===== src/rtl/spi_xcvr_pkg.sv =====
package spi_xcvr_pkg;

    typedef enum logic [1:0] {
        ADDR_CTRL = 2'd0,
        ADDR_DIV  = 2'd1,
        ADDR_STAT = 2'd2,
        ADDR_DATA = 2'd3
    } reg_addr_e;

    // bit0 master ... bit4 ovr_ie
    typedef struct packed {
        logic ovr_ie;
        logic txe_ie;
        logic launch_rise;
        logic lsb_first;
        logic master;
    } ctrl_t;

    localparam int unsigned CTRL_W = $bits(ctrl_t);

endpackage


===== src/rtl/spi_clkgen.sv =====
module spi_clkgen #(
    parameter int unsigned DIV_W  = 8,
    parameter int unsigned BYTE_W = 8
) (
    input  logic             clk,
    input  logic             rst_n,
    input  logic             run,
    input  logic [DIV_W-1:0] div,
    output logic             sclk,
    output logic             rise_p,
    output logic             fall_p,
    output logic             last_p
);
    localparam int unsigned TOGS  = 2 * BYTE_W;
    localparam int unsigned TOG_W = $clog2(TOGS);

    typedef struct packed {
        logic [DIV_W-1:0] cnt;
        logic             sclk;
        logic [TOG_W-1:0] tog;
    } cg_t;

    cg_t st_q, st_d;

    always_comb begin
        st_d   = st_q;
        rise_p = 1'b0;
        fall_p = 1'b0;
        last_p = 1'b0;
        if (!run) begin
            st_d.cnt  = '0;
            st_d.sclk = 1'b0;
            st_d.tog  = '0;
        end else if (st_q.cnt == div) begin
            st_d.cnt  = '0;
            st_d.sclk = ~st_q.sclk;
            st_d.tog  = st_q.tog + 1'b1;
            rise_p    = ~st_q.sclk;
            fall_p    = st_q.sclk;
            last_p    = (st_q.tog == TOG_W'(TOGS - 1));
        end else begin
            st_d.cnt = st_q.cnt + 1'b1;
        end
    end

    always_ff @(posedge clk or negedge rst_n) begin
        if (!rst_n) st_q <= '0;
        else        st_q <= st_d;
    end

    assign sclk = st_q.sclk;

endmodule


===== src/rtl/spi_slave_sync.sv =====
module spi_slave_sync (
    input  logic clk,
    input  logic rst_n,
    input  logic sclk_i,
    input  logic sdi,
    output logic rise_p,
    output logic fall_p,
    output logic sdi_s
);
    typedef struct packed {
        logic [1:0] ck;
        logic       ck_prev;
        logic [1:0] dt;
    } sy_t;

    sy_t st_q, st_d;

    always_comb begin
        st_d         = st_q;
        st_d.ck      = {st_q.ck[0], sclk_i};
        st_d.ck_prev = st_q.ck[1];
        st_d.dt      = {st_q.dt[0], sdi};
    end

    always_ff @(posedge clk or negedge rst_n) begin
        if (!rst_n) st_q <= '0;
        else        st_q <= st_d;
    end

    assign rise_p = st_q.ck[1] & ~st_q.ck_prev;
    assign fall_p = ~st_q.ck[1] & st_q.ck_prev;
    assign sdi_s  = st_q.dt[1];

endmodule


===== src/rtl/spi_shift_engine.sv =====
module spi_shift_engine #(
    parameter int unsigned BYTE_W = 8
) (
    input  logic              clk,
    input  logic              rst_n,
    input  logic              load,
    input  logic [BYTE_W-1:0] load_byte,
    input  logic              lsb_first,
    input  logic              sample_p,
    input  logic              shift_p,
    input  logic              sdi,
    output logic              sdo,
    output logic              mid_byte,
    output logic              done_p,
    output logic [BYTE_W-1:0] rx_byte
);
    localparam int unsigned CNT_W = $clog2(BYTE_W);

    typedef struct packed {
        logic [BYTE_W-1:0] tx;
        logic [BYTE_W-1:0] rx;
        logic [CNT_W-1:0]  cnt;
        logic              smp;
    } en_t;

    en_t st_q, st_d;
    logic [BYTE_W-1:0] rx_next;

    always_comb begin
        rx_next = lsb_first ? {sdi, st_q.rx[BYTE_W-1:1]}
                            : {st_q.rx[BYTE_W-2:0], sdi};
        st_d    = st_q;
        done_p  = 1'b0;
        if (sample_p) begin
            st_d.rx  = rx_next;
            st_d.smp = 1'b1;
            if (st_q.cnt == CNT_W'(BYTE_W - 1)) begin
                done_p   = 1'b1;
                st_d.cnt = '0;
                st_d.smp = 1'b0;
            end else begin
                st_d.cnt = st_q.cnt + 1'b1;
            end
        end else if (shift_p && st_q.smp) begin
            st_d.tx  = lsb_first ? (st_q.tx >> 1) : (st_q.tx << 1);
            st_d.smp = 1'b0;
        end
        if (load) begin
            st_d.tx  = load_byte;
            st_d.cnt = '0;
            st_d.smp = 1'b0;
        end
    end

    always_ff @(posedge clk or negedge rst_n) begin
        if (!rst_n) st_q <= '0;
        else        st_q <= st_d;
    end

    assign sdo      = lsb_first ? st_q.tx[0] : st_q.tx[BYTE_W-1];
    assign mid_byte = (st_q.cnt != '0) || st_q.smp;
    assign rx_byte  = rx_next;

endmodule


===== src/rtl/spi_xcvr.sv =====
module spi_xcvr
    import spi_xcvr_pkg::*;
#(
    parameter int unsigned BYTE_W = 8,
    parameter int unsigned DIV_W  = 8
) (
    input  logic              clk,
    input  logic              rst_n,
    input  logic [1:0]        reg_addr,
    input  logic              reg_wr,
    input  logic              reg_rd,
    input  logic [BYTE_W-1:0] reg_wdata,
    output logic [BYTE_W-1:0] reg_rdata,
    output logic              sclk_o,
    input  logic              sclk_i,
    output logic              sdo,
    input  logic              sdi,
    output logic              irq_txe,
    output logic              irq_ovr
);
    localparam int unsigned REG_W = BYTE_W;

    typedef struct packed {
        ctrl_t             ctrl;
        logic [DIV_W-1:0]  div;
        logic [BYTE_W-1:0] tx_buf;
        logic              tx_full;
        logic              busy;
        logic              done;
        logic [BYTE_W-1:0] rx_data;
        logic              rx_full;
        logic              ovr;
    } top_t;

    top_t st_q, st_d;

    logic              cg_rise, cg_fall, cg_last, cg_sclk;
    logic              sy_rise, sy_fall, sy_sdi;
    logic              rise_sel, fall_sel, sample_p, shift_p, eng_sdi;
    logic              eng_load, eng_mid, eng_done;
    logic [BYTE_W-1:0] eng_byte, eng_rx;
    reg_addr_e         addr;

    assign addr = reg_addr_e'(reg_addr);

    spi_clkgen #(.DIV_W(DIV_W), .BYTE_W(BYTE_W)) clkgen_i (
        .clk(clk), .rst_n(rst_n), .run(st_q.busy), .div(st_q.div),
        .sclk(cg_sclk), .rise_p(cg_rise), .fall_p(cg_fall), .last_p(cg_last)
    );

    spi_slave_sync sync_i (
        .clk(clk), .rst_n(rst_n), .sclk_i(sclk_i), .sdi(sdi),
        .rise_p(sy_rise), .fall_p(sy_fall), .sdi_s(sy_sdi)
    );

    assign rise_sel = st_q.ctrl.master ? cg_rise : sy_rise;
    assign fall_sel = st_q.ctrl.master ? cg_fall : sy_fall;
    assign sample_p = st_q.ctrl.launch_rise ? fall_sel : rise_sel;
    assign shift_p  = st_q.ctrl.launch_rise ? rise_sel : fall_sel;
    assign eng_sdi  = st_q.ctrl.master ? sdi : sy_sdi;

    spi_shift_engine #(.BYTE_W(BYTE_W)) engine_i (
        .clk(clk), .rst_n(rst_n), .load(eng_load), .load_byte(eng_byte),
        .lsb_first(st_q.ctrl.lsb_first), .sample_p(sample_p), .shift_p(shift_p),
        .sdi(eng_sdi), .sdo(sdo), .mid_byte(eng_mid), .done_p(eng_done),
        .rx_byte(eng_rx)
    );

    always_comb begin
        st_d     = st_q;
        eng_load = 1'b0;
        eng_byte = st_q.tx_buf;

        if (reg_wr) begin
            unique case (addr)
                ADDR_CTRL: st_d.ctrl = ctrl_t'(reg_wdata[CTRL_W-1:0]);
                ADDR_DIV:  st_d.div  = reg_wdata[DIV_W-1:0];
                ADDR_STAT: begin
                    if (reg_wdata[1]) st_d.done = 1'b0;
                    if (reg_wdata[3]) st_d.ovr  = 1'b0;
                end
                ADDR_DATA: begin
                    if (!st_q.tx_full) begin
                        st_d.tx_buf  = reg_wdata;
                        st_d.tx_full = 1'b1;
                    end
                end
                default: ;
            endcase
        end
        if (reg_rd && addr == ADDR_DATA) st_d.rx_full = 1'b0;

        if (st_q.ctrl.master) begin
            if (!st_q.busy && st_q.tx_full) begin
                eng_load     = 1'b1;
                st_d.tx_full = 1'b0;
                st_d.busy    = 1'b1;
            end
            if (cg_last) st_d.busy = 1'b0;
        end else begin
            st_d.busy = 1'b0;
            if (eng_done) begin
                eng_load = 1'b1;
                if (st_q.tx_full) st_d.tx_full = 1'b0;
                else              eng_byte     = '0;
            end else if (st_q.tx_full && !eng_mid) begin
                eng_load     = 1'b1;
                st_d.tx_full = 1'b0;
            end
        end

        if (eng_done) begin
            st_d.rx_data = eng_rx;
            st_d.done    = 1'b1;
            st_d.rx_full = 1'b1;
            if (st_q.rx_full && !(reg_rd && addr == ADDR_DATA)) st_d.ovr = 1'b1;
        end
    end

    always_ff @(posedge clk or negedge rst_n) begin
        if (!rst_n) st_q <= '0;
        else        st_q <= st_d;
    end

    always_comb begin
        unique case (addr)
            ADDR_CTRL: reg_rdata = REG_W'(st_q.ctrl);
            ADDR_DIV:  reg_rdata = REG_W'(st_q.div);
            ADDR_STAT: reg_rdata = REG_W'({st_q.busy | eng_mid, st_q.ovr,
                                           st_q.rx_full, st_q.done, st_q.tx_full});
            ADDR_DATA: reg_rdata = st_q.rx_data;
            default:   reg_rdata = '0;
        endcase
    end

    assign sclk_o  = cg_sclk;
    assign irq_txe = ~st_q.tx_full & st_q.ctrl.txe_ie;
    assign irq_ovr = st_q.ovr & st_q.ctrl.ovr_ie;

endmodule


===== config.mk =====
export PLATFORM = sky130hd
export DESIGN_NAME = spi_xcvr
export DESIGN_NICKNAME = d
export VERILOG_FILES = /design/src/rtl/spi_xcvr_pkg.sv /design/src/rtl/spi_clkgen.sv /design/src/rtl/spi_slave_sync.sv /design/src/rtl/spi_shift_engine.sv /design/src/rtl/spi_xcvr.sv
export SDC_FILE = /design/constraint.sdc
export NUM_CORES = 1
export LEC_CHECK = 0
export CAP_MARGIN = 0
export CORE_MARGIN = 2
export CORE_UTILIZATION = 52
export CTS_CLUSTER_DIAMETER = 80
export DETAILED_ROUTE_END_ITERATION = 10
export DONT_BUFFER_PORTS = 1
export GPL_TIMING_DRIVEN = 0
export PLACE_DENSITY = 0.72
export SLEW_MARGIN = 30
export SYNTH_ARGS = -nofsm -noshare
export SYNTH_HDL_FRONTEND = slang
export SYNTH_SLANG_ARGS = --single-unit
export TNS_END_PERCENT = 30

===== constraint.sdc =====
create_clock -name clk -period 1.85 [get_ports clk]
set_clock_uncertainty 0.05 [all_clocks]
set_input_delay 0.37 -clock clk [delete_from_list [all_inputs] [get_ports clk]]
set_output_delay 0.37 -clock clk [all_outputs]
set_load 0.1 [all_outputs]

# [After elaboration in Yosys (flattened, before gate mapping)]
# Index checks and enable logic that the tools add are counted.
[classes] n_mux=53 bitwise=9 eq_ne=9 addsub=3 n_reduce_logical=23
[ops] operator="$mux W8" count=9
[ops] operator="$mux W1" count=35
[ops] operator="$pmux W8 S4" count=1
[ops] operator="$mux W13" count=1
[ops] operator="$reduce_bool A2 Y1" count=6
[ops] operator="$mux W11" count=1
[ops] operator="$add A8 B1 Y8 const B" count=1
[ops] operator="$eq A8 B8 Y1" count=1
[ops] operator="$mux W3" count=2
[ops] operator="$reduce_and A2 Y1" count=3
[ops] operator="$reduce_and A3 Y1" count=2
[ops] operator="$reduce_bool A3 Y1" count=2
[ops] operator="$logic_and A1 B1 Y1" count=5
[ops] operator="$mux W5" count=1
[ops] operator="$add A4 B1 Y4 const B" count=1
[ops] operator="$and A1 B1 Y1" count=4
[ops] operator="$eq A2 B2 Y1 const B" count=2
[ops] operator="$eq A4 B4 Y1 const B" count=1
[ops] operator="$mux W2" count=2
[ops] operator="$mux W4" count=1
[ops] operator="$not A1 Y1" count=4
[ops] operator="$add A3 B1 Y3 const B" count=1
[ops] operator="$eq A3 B3 Y1 const B" count=1
[ops] operator="$logic_not A1 Y1" count=3
[ops] operator="7 further kinds" count=7
[word_totals] input_bits=16 reg_bits=72 out_inout_bits=12 elab_cells=120

# [Logic depth before layout (Yosys ltp)]
# Gate-level depths: netlist of the first run.
[logic_depth] word_depth=10 ltp_mapped=8 mapped_depth_nobuf=6

# [Hierarchy]
# From an unflattened synthesis of the first run, not the netlist that was laid out.
[hier_totals] hier_cells=297 area_unflattened_um2=3656.0
[modules_own_cells] mod="spi_xcvr" area_per_inst_um2=1679.1 cells_each=113 seq_area_each_um2=850.8 n_inst=1
[modules_own_cells] mod="spi_shift_engine" area_per_inst_um2=1128.6 cells_each=103 seq_area_each_um2=500.5 n_inst=1
[modules_own_cells] mod="spi_clkgen" area_per_inst_um2=708.2 cells_each=74 seq_area_each_um2=325.3 n_inst=1
[modules_own_cells] mod="spi_slave_sync" area_per_inst_um2=140.1 cells_each=7 seq_area_each_um2=125.1 n_inst=1

# [Worst setup path after synthesis of the first run]
# No wires, ideal clock.
[synth_path] path_type="register -> output" from="reg st_q[30] (netlist bit)" to="out sdo" path_stages_with_launch=4 setup_slack_ps=-1582 t_arrival_ps=3012 required_time_ps=1430 path_buffers=2 cell_sequence="dfrtp_1 > clkbuf_1 > buf_1 > o21ai_0"
[synth_via] elab_chain_len=1
[synth_lines] element="from (decl)" line="spi_xcvr.sv:35" rtl="top_t st_q, st_d;"
[synth_lines] element="from (signal assigned)" line="spi_xcvr.sv:122" rtl="else st_q <= st_d;"
[synth_lines] element="$mux W1" line="spi_shift_engine.sv:60" rtl="assign sdo = lsb_first ? st_q.tx[0] : st_q.tx[BYTE_W-1];"
[synth_lines] element="to (decl)" line="spi_xcvr.sv:16" rtl="output logic sdo,"
# No other way between the ends.

# [Worst setup path after layout of the first run]
[layout_path] from="reg st_q[11] (netlist bit)" to="out reg_rdata[4]"
[layout_via] elab_chain_len=2
[layout_lines] element="$or A1 B1 Y1" line="spi_xcvr.sv:129" rtl="ADDR_STAT: reg_rdata = REG_W'({st_q.busy | eng_mid, st_q.ovr,"
[layout_lines] element="$pmux W8 S4" line="spi_xcvr.sv:126" rtl="unique case (addr)"
[layout_lines] element="to (decl)" line="spi_xcvr.sv:13" rtl="output logic [BYTE_W-1:0] reg_rdata,"
# No other way between the ends.

==> results.md, run 1 <==
* Status: finished, violations left
* Failing checks: hold timing, setup timing
* Worst Setup SP: st_q[11]
* Total number of vias at 2403
* Core ar. at 0.00676 sq mm
* Total Power at 5.49 mW
* Clock Latency Late Sink at 0.35 ns
* HPWL after DPL at 5.28 mm
* Post-route ant nets at 0
* DRC errors left at 0
* Worst-path clk slew at 0.08 ns
* Hold-fix buffers, CTS at 2
* Chip width at 87.1 microns
* Non-Filler Instances at 414
* Combinational power share at 0.345
* Worst r2r dst: engine_i.st_q[19]
* Number of global-route vias before repair at 2522
* Crit path to: reg_rdata[4]
* Area delta synth->final at 21.9%
* DP Worst Slack at -0.451 ns
* Worst path max stage delay at 0.75 ns
* CTS Root Cell: clkbuf_8
* Distinct cell type count after synthesis at 46
* Mean area per synthesized cell at 12.1 sq um
* Hold_ws at -0.340 ns
* Max-cap violations at 0
* Syn Inst Count at 296
* CTS H-Tree Depth at 3
* CP Class: reg2out
* Reg2reg path depth at 5
* Design area at 0.00438 sq mm
* Uppermost layer routed: met4
* RSZ-0062 raised after global routing: yes
* Dpl cells at 376
* Sequential share of the synthesized area at 0.501
* Die area at 0.00759 sq mm
* PwrDens at 1250 mW/mm^2
* Fmax at 0.445 GHz
* Syn nets at 317
* Final Setup Violations at 29
* Slew Limit Fails at 0
* DRT Pass-1 Iters at 4
* Fraction of registers with async set/reset at 1.00
* Int Power at 3.57 mW
* Post-synthesis mux area share at 0.195
* GRT Overall Usage at 0.230
* Slowest-stage cell, CP: mux4_2
* Clk sinks at 72
* Diode count at 0
* R2r setup slk at -0.08 ns
* Cell Area, Placed at 0.00376 sq mm
* Setup WS post-layout at -0.399 ns
* Worst path cell trace: buf_6 > nand3b_1 > mux4_2
* Crit-path max FO at 10
* Worst-margin pin slew at 0.869 ns
* CTS max path bufs at 2
* Routed metal-1 wirelength at 3.61 mm
* RR Startpoint: clkgen_i.sclk
* Fillers at 500
* Largest net degree at the start of global routing at 73
* Adder-cell area share of the yosys netlist at 0.0174
* Syn. warnings at 0
* Highest-count cells in the layout ignoring fill and taps: 63 x dfrtp_1, 31 x mux2_2, 21 x buf_4
* CP top delay family: multiplexers
* IO Port Bufs at 0
* # rows at 30
* Share of layout cells above drive strength 1 at 0.428
* Met2 WL at 4.12 mm
* #FFs+latches synth at 72
* Bufs and invs on worst path at 1
* Final period util at 1.22
* Routed WL per cell at 19.8 microns
* Die height at 87.1 microns
* Most used DFF post-synth: dfrtp_1
* Final wirelength at 8.19 mm
* Synth Area in XOR/XNOR at 0.0484
* Max_slew headroom at 0.419
* Part of the power in registers at 0.406
* Initial DRC count at 145
* DR WL met3 at 352 microns
* Num CTS Buffers at 9
* Final nets at 350
* Initial antenna violation count at 0
* Largest family of logic cells by synthesized area: multiplexers
* Initial Util at 0.532
* Net Switching at 1.91 mW
* Lkg Pwr at 1.95 nW
* CTS tree: done
* Global-route wire length before repair at 13.0 mm
* Final Critical Period at 2.25 ns
* Worst EP required at 1.43 ns
* Compound-Gate Fraction of Synth Area at 0.0898
* Post-Syn Area at 0.00359 sq mm
* Crit start category: flop
* Levels on crit path at 3
* I/O Pins at 28
* Crit path arrival time at 1.83 ns
* Post-synthesis simple-gate area fraction at 0.121
* Commonest non-fill, non-tap cell in the layout: dfrtp_1
* CP Capture Type: output port
* Switching portion of total power at 0.349
* Overflow left after global routing at 0
* Vias per inst at 5.80
* Final Hold Vio Count at 72
* Maximum VDD drop at 732 uV
* Number of synthesized flops with an enable pin at 0
* Clk pwr share at 0.249
* Final weighted congestion in routability-driven placement at 0.770
* Hold Crit Class: in2async
[cell families (layout without fill, tap and decap cells)]
kind of cell | Yosys count | after routing
xor+xnor | 19 | 19
mux | 58 | 58
simple gates | 79 | 79
fa+ha+maj | 5 | 5
buf+inv | 22 | 60
flops | 72 | 72
compound gates | 41 | 41
[power groups by stage]
stage / sequential, mW / clock [mW] / combinational [mW]
floorplan: 2.12 / 0 / 1.38
global placement: 2.20 / 0 / 1.53
detailed placement: 2.22 / 0 / 1.58
CTS: 2.20 / 1.37 / 1.82
global route: 2.26 / 1.45 / 2.03
finish: 2.23 / 1.37 / 1.89
[metal layers]
layer	GRT usage	vias to the layer above
met5	0	-
met4	0.0881	0
met3	0.0578	10
met2	0.371	39
met1	0.302	1220
li1	-	1134
[through the flow]
step / utilization / setup TNS (ns) / hold WS [ns]
2_1_floorplan: - / -1.39 / 0.0244
3_3_place_gp: 0.555 / -5.16 / 0.0275
3_5_place_dp: 0.556 / -5.75 / 0.0276
4_1_cts: 0.622 / -4.26 / -0.350
5_1_grt: 0.648 / -4.03 / -0.361
6_report: 0.648 / -2.27 / -0.340
[Yosys cell counts (all sizes together) (2+ instances only)]
cell	count	share of area
dfrtp	72	0.50
xnor2	10	0.026
nor2	13	0.014
nand2	14	0.015
a211oi	3	0.0063
nand4	2	0.0035
o31ai	3	0.0077
nor3	4	0.0056
nand3	13	0.018
xor2	9	0.022
ha	5	0.017
inv	10	0.010
o21ai	9	0.013
nor3b	2	0.0042
and2	6	0.010
and3	4	0.0084
mux2i	8	0.022
nand2b	3	0.0052
nor2b	7	0.012
nand3b	4	0.0084
mux2	45	0.14
mux4	5	0.031
and4	2	0.0049
buf	10	0.015
a21o	2	0.0042
a221oi	9	0.032
clkbuf	2	0.0021
a21oi	11	0.016
[cell type report]
class                      instances  area (sq um)  share of cell area
buffer                             9          91.3              0.0209
clock buffer                      11           131              0.0300
multi-input combinational        202          1920               0.439
clock inverter                     5          81.3              0.0186
tap                               80           100              0.0229
timing repair buffer              25           200              0.0457
inverter                          10          37.5             0.00857
sequential                        72          1820               0.414
[sequential cells by signal, indices dropped and copies added (netlist names)]
register	count
sync_i.sdi_s	1
sync_i.st_q	1
st_q	34
clkgen_i.st_q	12
sync_i.st_d	3
clkgen_i.sclk	1
engine_i.st_q	20
[worst reg2reg max path, stage by stage, from the launching register on]
cell	delay, ns
dfrtp_4	0.63
xor2_2	0.19
nand3_1	0.09
or3_4	0.38
and3_4	0.24
a221oi_2	0.27
[what timing repair did]
item                                    CTS  global route
resized for setup                        41            29
cloned                                    0             1
hold endpoints to repair                 74            72
endpoints found under the setup margin   33            43
buffers inserted                         10            12
pin swaps                                13            12
[worst min-delay path by stage]
stage | from | to | slack, ns | cells after the start
after floorplan | rst_n | clkgen_i.st_q[0] | 0.02 | 0
after global placement | rst_n | sync_i.st_d[2] | 0.03 | 0
after detailed placement | rst_n | sync_i.st_d[4] | 0.03 | 0
after CTS | rst_n | sync_i.st_d[1] | -0.35 | 0
after global routing | rst_n | engine_i.st_q[16] | -0.36 | 0
final | rst_n | engine_i.st_q[0] | -0.34 | 0
No activity file was read; power rests on OpenSTA's default activity.
==> run 2, diff against run 1 <==
--- a/config.mk
+++ b/config.mk
@@ -6,13 +6,15 @@
 export NUM_CORES = 1
 export LEC_CHECK = 0
 export CAP_MARGIN = 0
+export CELL_PAD_IN_SITES_DETAIL_PLACEMENT = 0
+export CELL_PAD_IN_SITES_GLOBAL_PLACEMENT = 1
 export CORE_MARGIN = 2
-export CORE_UTILIZATION = 52
+export CORE_UTILIZATION = 46
 export CTS_CLUSTER_DIAMETER = 80
 export DETAILED_ROUTE_END_ITERATION = 10
 export DONT_BUFFER_PORTS = 1
 export GPL_TIMING_DRIVEN = 0
-export PLACE_DENSITY = 0.72
+export PLACE_DENSITY = 0.77
 export SLEW_MARGIN = 30
 export SYNTH_ARGS = -nofsm -noshare
 export SYNTH_HDL_FRONTEND = slang
==> run 2 against run 1 <==
Net effect:
- the flow still finishes with violations (hold timing, setup timing)
- critical path depth rose by 1
- final cell count grew 5.3%
- sequential cell count stayed put
- maximum frequency fell by 1.1%
- non-clock buffer count rose by 1
- final area up 2.2%
==> results.md, run 2 (synthesis gave the netlist of run 1 again) <==
* Final nets at 351 (+0.29%)
* Final Critical Period at 2.27 ns (+0.0244 ns)
* Regs by FF count: st_q (34), engine_i.st_q (20), clkgen_i.st_q (12)
* Core ar. at 0.00765 sq mm (+13%)
* Maximum VDD drop at 589 uV (-19%)
* Worst-margin pin slew at 0.694 ns (-0.175 ns)
* Final Hold Vio Count at 72 (unchanged)
* Crit path arrival time at 1.85 ns (+0.02 ns)
* # rows at 32 (+6.7%)
* Design area at 0.00448 sq mm (+2.2%)
* Hold-fix buffers, CTS at 2 (unchanged)
* Initial antenna violation count at 0 (unchanged)
* Max FFs per register at 34 (unchanged)
* Die area at 0.00853 sq mm (+12%)
* CTS tree: done
* Max_slew headroom at 0.536 (+0.116)
* Slew Limit Fails at 0 (unchanged)
* Fmax at 0.440 GHz (-1.1%)
* Switching portion of total power at 0.335 (-0.0132)
* Commonest non-fill, non-tap cell in the layout: dfrtp_1
* Global-route wire length before repair at 13.4 mm (+2.9%)
* CP Capture Type: output port
* Hold_ws at -0.343 ns (-0.00325 ns)
* Fin util at 0.586 (-0.0628)
* Non-Filler Instances at 436 (+5.3%)
* Clock Latency Late Sink at 0.35 ns (about the same)
* Part of the power in registers at 0.386 (-0.020)
* Largest Register: st_q
* Highest-count cells in the layout ignoring fill and taps: 66 x dfrtp_1, 36 x mux2_2, 20 x buf_4
* Crit path to: reg_rdata[4]
* Crit-path max FO at 3 (-7)
* Setup WS post-layout at -0.424 ns (-0.0244 ns)
* Clk sinks at 72 (unchanged)
* I/O Pins at 28 (unchanged)
* Worst-path clk slew at 0.08 ns (about the same)
* Status: finished, violations left
* Chip width at 92.4 microns (+6.0%)
* CTS H-Tree Depth at 3 (unchanged)
* Worst r2r dst: engine_i.st_q[9]
* RSZ-0062 raised after global routing: yes
* Int Power at 3.80 mW (+6.4%)
* Overflow left after global routing at 0 (unchanged)
* Area delta synth->final at 24.6%
* DRT Pass-1 Iters at 4 (unchanged)
* Diode count at 0 (unchanged)
* DRC errors left at 0 (unchanged)
* CTS max path bufs at 2 (unchanged)
* Dpl cells at 398 (+5.9%)
* HPWL after DPL at 5.35 mm (+1.3%)
* Die height at 92.4 microns (+6.0%)
* Net Switching at 1.92 mW (+0.37%)
* PwrDens at 1280 mW/mm^2 (+2.1%)
* Max-cap violations at 0 (unchanged)
* Combinational power share at 0.348 (+0.003)
* Final wirelength at 8.19 mm (about the same)
* Largest net degree at the start of global routing at 73 (unchanged)
* Clk pwr share at 0.265 (+0.016)
* Num CTS Buffers at 9 (unchanged)
* Final weighted congestion in routability-driven placement at 0.755 (-2.0%)
* Final period util at 1.23 (+0.0132)
* Total number of vias at 2453 (+2.1%)
* Initial DRC count at 144 (-0.69%)
* Worst Setup SP: engine_i.st_q[1]
* Final Setup Violations at 32 (+10%)
* Worst EP required at 1.43 ns (about the same)
* Hold Crit Class: in2async
* CP Class: reg2out
* CTS Root Cell: clkbuf_8
* Cell Area, Placed at 0.00379 sq mm (+0.87%)
* GRT Overall Usage at 0.207 (-0.0237)
* Initial Util at 0.470 (-0.0620)
* Crit start category: flop
* Reg2reg path depth at 7 (+2)
* RR Startpoint: clkgen_i.sclk
* R2r setup slk at -0.10 ns (-0.02 ns)
* Routed WL per cell at 18.8 microns (-5.1%)
* IO Port Bufs at 0 (unchanged)
* Number of global-route vias before repair at 2491 (-1.2%)
* Failing checks: hold timing, setup timing
* Post-route ant nets at 0 (unchanged)
* Lkg Pwr at 1.99 nW (+1.7%)
* Vias per inst at 5.63 (-3.1%)
* Share of layout cells above drive strength 1 at 0.437 (+0.00898)
run 2: repair_timing:
item                       in CTS  in global routing
gates resized for setup        42                 27
setup endpoints to repair      35                 48
setup buffers                  17                  8
hold endpoints to repair       74                 72
pin swaps                      10                  6
run 2: worst max-delay path: stages, from the launching register on:
cell      delay [ns]
dfrtp_1         0.40
inv_2           0.09
ha_4            0.16
nand3b_1        0.11
mux4_2          0.75
run 2: power by group through the flow:
stage / Sequential [mW] / Combinational, mW / Clock [mW]
floorplan: 2.12 / 1.38 / 0
detailed placement: 2.22 / 1.59 / 0
global route: 2.25 / 2.13 / 1.63
global placement: 2.20 / 1.54 / 0
finish: 2.21 / 1.99 / 1.52
CTS: 2.19 / 1.85 / 1.55
run 2: layout make-up:
cell class                 count  area, sq um
fill                         618         3170
timing repair buffer          27          244
inverter                      10         37.5
sequential                    72         1810
tap                          102          128
buffer                         8         98.8
clock inverter                 5          104
clock buffer                  10          138
multi-input combinational    202         1920
run 2: per-layer routing:
metal / GRT usage / part of all wire / wire length, microns
met5: 0 / 0 / 0
met2: 0.322 / 0.49 / 4010
met4: 0.0672 / 0.015 / 123
met3: 0.0578 / 0.053 / 431
met1: 0.281 / 0.44 / 3630
run 2: how the worst min path moves through the flow:
stage                             end  slack, ns  cells after the start
CTS                 engine_i.st_q[19]      -0.35                      0
global route        engine_i.st_q[19]      -0.36                      0
finish              engine_i.st_q[19]      -0.34                      0
detailed placement     sync_i.st_d[4]       0.03                      0
floorplan            clkgen_i.st_q[0]       0.02                      0
global placement       sync_i.st_d[2]       0.03                      0
run 2: metrics by stage:
stage               setup TNS [ns]  hold WS, ns  worst slack [ns]  power (mW)
floorplan                    -1.39       0.0244            -0.308        3.50
global placement             -5.84       0.0278            -0.560        3.74
detailed placement           -5.69       0.0279            -0.480        3.81
CTS                          -4.41       -0.354            -0.406        5.59
global route                 -4.71       -0.364            -0.487        6.01
finish                       -2.93       -0.343            -0.424        5.72
